File: src/rtl/synth_loop_core.sv
module synth_loop_core #(
  parameter int REF_DIV  = 512,
  parameter int RATIO_W  = 15,
  parameter int LOCK_TOL = 8,
  parameter int LOCK_CNT = 4
) (
  input  logic               clk,
  input  logic               rst_n,
  input  logic               ref_en,
  input  logic               rf_en,
  input  logic [RATIO_W-1:0] ratio,
  input  logic               t0,
  input  logic               t1,
  input  logic               cp,
  input  logic               os,
  output logic               pump_up,
  output logic               pump_dn,
  output logic               cur_hi,
  output logic               drv_off,
  output logic               locked,
  output logic               tst_p6,
  output logic               tst_p7
);
  localparam int RC_W = $clog2(REF_DIV);
  localparam int PW_W = $clog2(LOCK_TOL + 2) + 1;
  localparam int LC_W = $clog2(LOCK_CNT + 1);
  localparam logic [RC_W-1:0] RC_MAX = RC_W'(REF_DIV - 1);
  localparam logic [PW_W-1:0] PW_TOL = PW_W'(LOCK_TOL);
  localparam logic [LC_W-1:0] LC_TOP = LC_W'(LOCK_CNT - 1);

  logic [RC_W-1:0]    ref_cnt;
  logic [RATIO_W-1:0] div_cnt;
  logic [RATIO_W-1:0] ratio_eff;
  logic               comp_ev, div_ev;
  logic               up_q, dn_q, up_n, dn_n, pair;
  logic [PW_W-1:0]    pulse_w, w_now;
  logic [LC_W-1:0]    good_cnt;
  logic               wide;

  assign ratio_eff = (ratio < RATIO_W'(2)) ? RATIO_W'(2) : ratio;
  assign comp_ev   = ref_en && (ref_cnt == RC_MAX);
  assign div_ev    = rf_en && (div_cnt >= ratio_eff - 1'b1);

  always_ff @(posedge clk or negedge rst_n) begin
    if (!rst_n) ref_cnt <= '0;
    else if (ref_en) ref_cnt <= (ref_cnt == RC_MAX) ? '0 : ref_cnt + 1'b1;
  end

  always_ff @(posedge clk or negedge rst_n) begin
    if (!rst_n) div_cnt <= '0;
    else if (rf_en) div_cnt <= div_ev ? '0 : div_cnt + 1'b1;
  end

  assign up_n = up_q | comp_ev;
  assign dn_n = dn_q | div_ev;
  assign pair = up_n & dn_n;

  always_ff @(posedge clk or negedge rst_n) begin
    if (!rst_n) begin
      up_q <= 1'b0;
      dn_q <= 1'b0;
    end else begin
      up_q <= up_n & ~pair;
      dn_q <= dn_n & ~pair;
    end
  end

  assign pump_up = up_q & ~t0;
  assign pump_dn = dn_q & ~t0;
  assign cur_hi  = cp;
  assign drv_off = os;

  assign w_now = pulse_w + PW_W'(up_q | dn_q);
  assign wide  = w_now > PW_TOL;

  always_ff @(posedge clk or negedge rst_n) begin
    if (!rst_n) pulse_w <= '0;
    else if (pair) pulse_w <= '0;
    else if ((up_q | dn_q) && !wide) pulse_w <= w_now;
  end

  always_ff @(posedge clk or negedge rst_n) begin
    if (!rst_n) begin
      good_cnt <= '0;
      locked   <= 1'b0;
    end else if (wide) begin
      good_cnt <= '0;
      locked   <= 1'b0;
    end else if (pair) begin
      if (good_cnt >= LC_TOP) locked <= 1'b1;
      else good_cnt <= good_cnt + 1'b1;
    end
  end

  always_ff @(posedge clk or negedge rst_n) begin
    if (!rst_n) begin
      tst_p6 <= 1'b0;
      tst_p7 <= 1'b0;
    end else begin
      tst_p6 <= t1 & comp_ev;
      tst_p7 <= t1 & div_ev;
    end
  end

  assert_pump_excl_R4: assert property (@(posedge clk) disable iff (!rst_n)
    !(pump_up && pump_dn));
  assert_t0_quiet_R5: assert property (@(posedge clk) disable iff (!rst_n)
    t0 |-> (!pump_up && !pump_dn));
  assert_test_off_R6: assert property (@(posedge clk) disable iff (!rst_n)
    !t1 |=> (!tst_p6 && !tst_p7));
  assert_wide_unlock_R9: assert property (@(posedge clk) disable iff (!rst_n)
    ((up_q || dn_q) && pulse_w >= PW_TOL) |=> !locked);
endmodule

File: config.mk
export PLATFORM = sky130hd
export DESIGN_NAME = synth_loop_core
export DESIGN_NICKNAME = d
export VERILOG_FILES = /design/src/rtl/synth_loop_core.sv
export SDC_FILE = /design/constraint.sdc
export NUM_CORES = 1
export LEC_CHECK = 0
export CAP_MARGIN = 20
export CORE_AREA = 3 3 76 78
export DETAILED_ROUTE_END_ITERATION = 7
export DIE_AREA = 0 0 79 81
export PLACE_DENSITY = 0.68
export SLEW_MARGIN = 20
export SYNTH_ARGS = -nofsm -noshare
export SYNTH_HDL_FRONTEND = slang
export SYNTH_SLANG_ARGS = --single-unit
File: constraint.sdc
create_clock -name clk -period 4.9 [get_ports clk]
set_clock_uncertainty 0.15 [all_clocks]
set_input_delay 1.47 -clock clk [delete_from_list [all_inputs] [get_ports clk]]
set_output_delay 1.47 -clock clk [all_outputs]
set_load 0.1 [all_outputs]
Word level (Yosys, flattened, before mapping) --
Index checks and enable logic that the tools add are counted.
Word-level totals: input bits 23, flip-flop bits (word level) 37, logic and storage cells 53, bits in read-only memories 0, bits in writable memories 0, output and inout bits 7, latch bits 0, memories 0
Cells by class: reduce and logical (&&, ||, !) cells 9, magnitude comparators 4, multipliers 0, div/mod/pow operators 0, $add $sub $neg 5, multiplexer cells 11, equal/unequal tests 2, shifts and indexed selects 0, bitwise gates (word level) 13
Operator list (number):
- two-way mux 15 bit | 2
- adder 15 x 1 -> 15 bit, second input constant | 1
- greater-or-equal comparator 15 bit | 1
- less-than comparator 15 x 2 -> 1 bit, second input constant | 1
- subtractor 15 x 1 -> 15 bit, second input constant | 1
- two-way mux 5 bit | 2
- adder 9 x 1 -> 9 bit, second input constant | 1
- == test 9 bit, second input constant | 1
- two-way mux 3 bit | 3
- two-way mux 9 bit | 1
- bitwise AND 1 bit | 7
- nonzero test 2 bit | 3
- adder 5 x 1 -> 5 bit | 1
- greater-than comparator 5 x 4 -> 1 bit, second input constant | 1
- bitwise OR 1 bit | 4
- AND reduction 2 bit | 2
- adder 3 x 1 -> 3 bit, second input constant | 1
- greater-or-equal comparator 3 x 2 -> 1 bit, second input constant | 1
- logical AND 1 bit | 3
- two-way mux 1 bit | 3
- inequality test 2 bit, second input constant | 1
- NOT 1 bit | 2
- zero test 1 bit | 1

Longest topological paths before layout --
word-level depth 9, mapped depth 17, mapped depth without buffers 17

Worst setup path after synthesis --
OpenSTA, ideal clock, no wires.
kind input port to flip-flop, start input port ratio[7], end register good_cnt[0], stages on the path 15, slack -140 ps, path buffers 0, data arrival time 4768 ps, setup time 123 ps, required time 4627 ps, cell sequence nor4_1 nor2b_1 and4_1 nand2b_1 ha_1 nand2b_1 or3_1 nor4_1 xnor2_1 ha_1 nand4_1 or3_1 o211a_1 or3b_4 mux2i_1
Between the ends: word-level cells in the longest chain between the ends 9
RTL lines:
- from (decl) | line 11 | input logic [RATIO_W-1:0] ratio,
- less-than comparator 15 x 2 -> 1 bit | line 40 | assign ratio_eff = (ratio < RATIO_W'(2)) ? RATIO_W'(2) : ratio;
- two-way mux 15 bit * | line 40
- subtractor 15 x 1 -> 15 bit * | line 42 | assign div_ev = rf_en && (div_cnt >= ratio_eff - 1'b1);
- greater-or-equal comparator 15 bit * | line 42
- logical AND 1 bit * | line 42
- bitwise OR 1 bit * | line 55 | assign dn_n = dn_q | div_ev;
- bitwise AND 1 bit * | line 56 | assign pair = up_n & dn_n;
- nonzero test 2 bit (no line) *
- AND reduction 2 bit (no line) *
- to (signal assigned) | line 91 | else good_cnt <= good_cnt + 1'b1;
- to (decl) | line 37 | logic [LC_W-1:0] good_cnt;
Mark *: on every way between the ends. The rest lies on a longest branch, timed or not. A chain may end at the register's enable or synchronous reset.

Worst setup path in the final report --
start input port ratio[8], end register good_cnt[0]
Same word-level chain as after synthesis.

==> flow_summary_export.csv <==
group,metric,value,unit
logic_synthesis,postSynthRegisterBits,37,
placement,post_dp_cell_area,3020,µm²
timing,maxSlewHeadroom,35.4,%
power,power.share.clock,19.9,%
layout,fillerInstances,465,
route,route.vias.total,2181,
floorplanning,width_of_the_die,79,µm
global_routing,grt_usage,17.9,%
clocking,clkTransAtPathRegs,0.07,ns
timing,timing.final.max_slew_violations,0,
critical_path,startpoint_type,"primary input",
layout,utilization,63.5,%
run_status,status,"completed",
placement,port_buffers,25,
timing,finalSetupViolations,0,
critical_path,signal_arrival_time_at_the_worst_endpoint,4.80,ns
layout,regArea,926,µm²
timing,period_needed,4.78,ns
timing,hold_slack_final,0.303,ns
floorplanning,die_h,81,µm
layout,fin_nets,384,
global_routing,grt_overflow_total,0,
logic_synthesis,synthesis.yosys.warnings,0,
run,drv.max_cap_violation_count,0,
critical_path,crit_path_top_delay_cell,"sky130_fd_sc_hd__or3_4",
route,totalWireLength,5.35,mm
power,finalPower,1020,µW
critical_path,cp.required,4.92,ns
power,ir_drop,0.000286,V
placement,pre_cts_ws,-0.532,ns
route,routed_via_density,5.33,
logic_synthesis,ys_dominant_reg_cell,"sky130_fd_sc_hd__dfrtp_1",
route,drtAntennaViolNets,0,
power,internal_power,648,µW
route,maxUsedRoutingLayer,"met4",
critical_path,endpoint_kind,"flip-flop",
floorplanning,start_util,48.3,%
route,avgRoutedWirePerCell,13.1,µm
power,net-switching-power,374,µW
clocking,cts-htree-levels,2,
clocking,clockRootBuffer,"sky130_fd_sc_hd__clkbuf_8",
power,switching_power_as_a_share_of_total_power,36.6,%
logic_synthesis,synth_area,2480,µm²
clocking,worstSkewPairLatency,0.29,ns
placement,routabilityCongestion,0.854,
logic_synthesis,synth_async_sr_flop_share,100,%
layout,antennaDiodeCount,0,
hold_path,path_category_of_the_worst_min_delay_check,"reg -> reg",
route,post-route-drc-count,0,
power,power_density,313,nW/µm²
power,p_leak,0.00149,µW
logic_synthesis,synth-seq-area-share,37.3,%
route,detailroute.wirelength.met2,2.58,mm
route,wl_met1,2.57,mm
floorplanning,floorplan.die_area,6400,µm²
power,combinationalPowerShare,37.2,%
floorplanning,core.rowCount,26,
logic_synthesis,syn_nets,319,
timing,final_min_period_over_clock_period,97.6,%
route,dr_wl_met3,151,µm
clocking,ctsHoldBuffers,0,
route,dr.pass1.iters,4,
clocking,cts_bufs_inserted,5,
floorplanning,pin_count,30,
critical_path,timing.critical_path.slowest_cell_delay,0.39,ns
layout,multi_input_gate_area_in_the_final_layout,1610,µm²
critical_path,crit_fanout,3,
clocking,cts_tree,"built",
logic_synthesis,synth.distinct_cells,42,
layout,areaGrowthSynthToFinish,31.6,%
timing,layout_setup_ws,0.117,ns
clocking,cts_sink_count,37,
layout,finalInstanceArea,3260,µm²
clocking,cts-root-to-sink-buffers,2,
route,dr.first_iter.drc_count,97,
critical_path,worst-setup-path-type,"in -> reg",
global_routing,initial_antenna_violation_count,0,
critical_path,cp.buffers_inverters,1,
global_routing,grt_start_max_net_pins,38,
placement,dpl_wire_length,3.91,mm
logic_synthesis,postSynthAreaPerCell,9.09,µm²
floorplanning,coreArea,5140,µm²
timing,timing_worst_slew_pin_value,0.965,ns
timing,timing_hold_violations_final,0,
critical_path,cpLargestDelayFamily,"simple AND/OR/NAND/NOR gates",
layout,drive_gt1_share,24.2,%
logic_synthesis,synth_enable_flop_cells,0,
critical_path,cp_cell_sequence,"buf_6, nor4_4, nor2b_4, and4_1, nand2b_4, ha_4, nand2b_4, or3_4, nor4_4, xnor2_1, ha_1, nand4_1, or3_4, o211a_1, or3b_4, mux2i_1",
global_routing,grt_pass1_wl,9.18,mm
timing,max_freq,0.209,GHz
global_routing,grt_pass1_vias,2018,
logic_synthesis,syn-instance-count,273,
power,power_frac_seq,43.0,%
==> cells by family after synthesis <==
logic type               Yosys count  synth area share (%)
adder cells (fa/ha/maj)           23                  11.6
multiplexers                       8                  3.28
XOR/XNOR                          22                  7.77
AND/OR/NAND/NOR                  114                  24.1
flip-flops                        37                  37.3
AO/OA/AOI/OAI                     52                  13.0
buffers and inverters             17                  3.03
==> final timing paths <==
check                           startpoint          end  slack (ns)  cells after the start
worst min-delay path                  dn_q         up_q        0.30                      1
worst min register to register        dn_q         up_q        0.30                      1
max in group asynchronous            rst_n   div_cnt[1]        2.97                      1
worst max-delay path              ratio[8]  good_cnt[0]        0.12                     16
min in group asynchronous            rst_n   ref_cnt[3]        1.11                      1
worst max register to register        up_q   pulse_w[1]        1.91                      9
==> layout by cell type (no fill, tap or decap), drive strengths merged, types with 2 or more instances in the layout <==
cell type,synthesis,layout
or3,7,7
o22ai,4,4
o21a,2,2
buf,3,48
nand3,9,9
clkdlybuf4s15,0,2
nor4,4,4
and3,6,6
xor2,12,12
ha,23,23
nor2b,4,4
and4,4,4
a21oi,21,21
xnor2,10,10
or3b,2,2
o21ai,11,11
inv,10,10
nor3,8,8
dlygate4sd2,0,7
mux2i,7,7
a211oi,3,3
nor3b,2,2
and2,3,3
o2bb2ai,4,4
nand4,6,6
dfrtp,37,37
clkdlybuf4s50,0,8
nor2,27,27
nand2,23,23
clkinv,0,2
nand2b,5,5
or2,2,2
clkbuf,4,6
==> routing by layer <==
layer	global-route usage [%]	up-vias
met5	0	-
met3	3.44	5
met1	24.3	1043
met4	5.67	0
met2	29.0	22
li1	-	1111
==> state kept, by name, indices dropped and copies added (netlist names) <==
signal / flops
good_cnt: 3
tst_p6: 1
up_q: 1
div_cnt: 15
locked: 1
dn_q: 1
ref_cnt: 9
tst_p7: 1
pulse_w: 5
==> worst register-to-register path: cells and delay by family, from the launching register on <==
family / cells / cell delay, ns
compound gates: 1 / 0.31
simple gates: 5 / 1.31
fa+ha+maj: 2 / 0.57
mux: 1 / 0.18
flops: 1 / 0.39
==> through the flow <==
| stage | instances | setup TNS, ns |
|---|---|---|
| 2_1_floorplan | 273 | 0 |
| 3_3_place_gp | 392 | -6.33 |
| 3_5_place_dp | 392 | -8.67 |
| 4_1_cts | 408 | -0.0283 |
| 5_1_grt | 409 | -0.0387 |
| 6_report | 409 | 0 |
==> area by class of cell <==
class / instances / area share (%)
clock inverters: 2 / 0.307
clock buffers: 6 / 2.22
inverters: 10 / 1.15
well taps: 70 / 2.68
repair buffers: 65 / 16.1
flip-flops and latches: 37 / 28.4
multi-input cells: 219 / 49.2
==> cells in the mapped netlist, drive strengths merged (4+ instances only) <==
cell type / count / share of area (%)
o22ai: 4 / 1.0
ha: 23 / 12
xnor2: 10 / 3.5
nand2: 23 / 3.5
nor3: 8 / 1.6
nand3: 9 / 1.8
and3: 6 / 1.5
clkbuf: 4 / 0.60
nor2: 27 / 4.1
o2bb2ai: 4 / 1.4
and4: 4 / 1.4
nor4: 4 / 1.0
mux2i: 7 / 2.8
nand2b: 5 / 1.3
xor2: 12 / 4.2
or3: 7 / 1.8
inv: 10 / 1.5
nor2b: 4 / 1.0
a21oi: 21 / 4.2
o21ai: 11 / 2.2
nand4: 6 / 1.5
dfrtp: 37 / 37
==> power groups by stage <==
stage	logic, µW	registers [µW]	clock network, µW
floorplan	293	425	0
global placement	357	442	0
detailed placement	366	442	0
CTS	373	438	213
global route	429	450	226
finish	380	439	203
==> what timing repair did <==
action,CTS,global route
pin swaps,12,18
resized for setup,48,11
hold endpoints to repair,0,0
buffers inserted,8,2
endpoints found under the setup margin,12,12
Power figures use the tool's default switching activity.
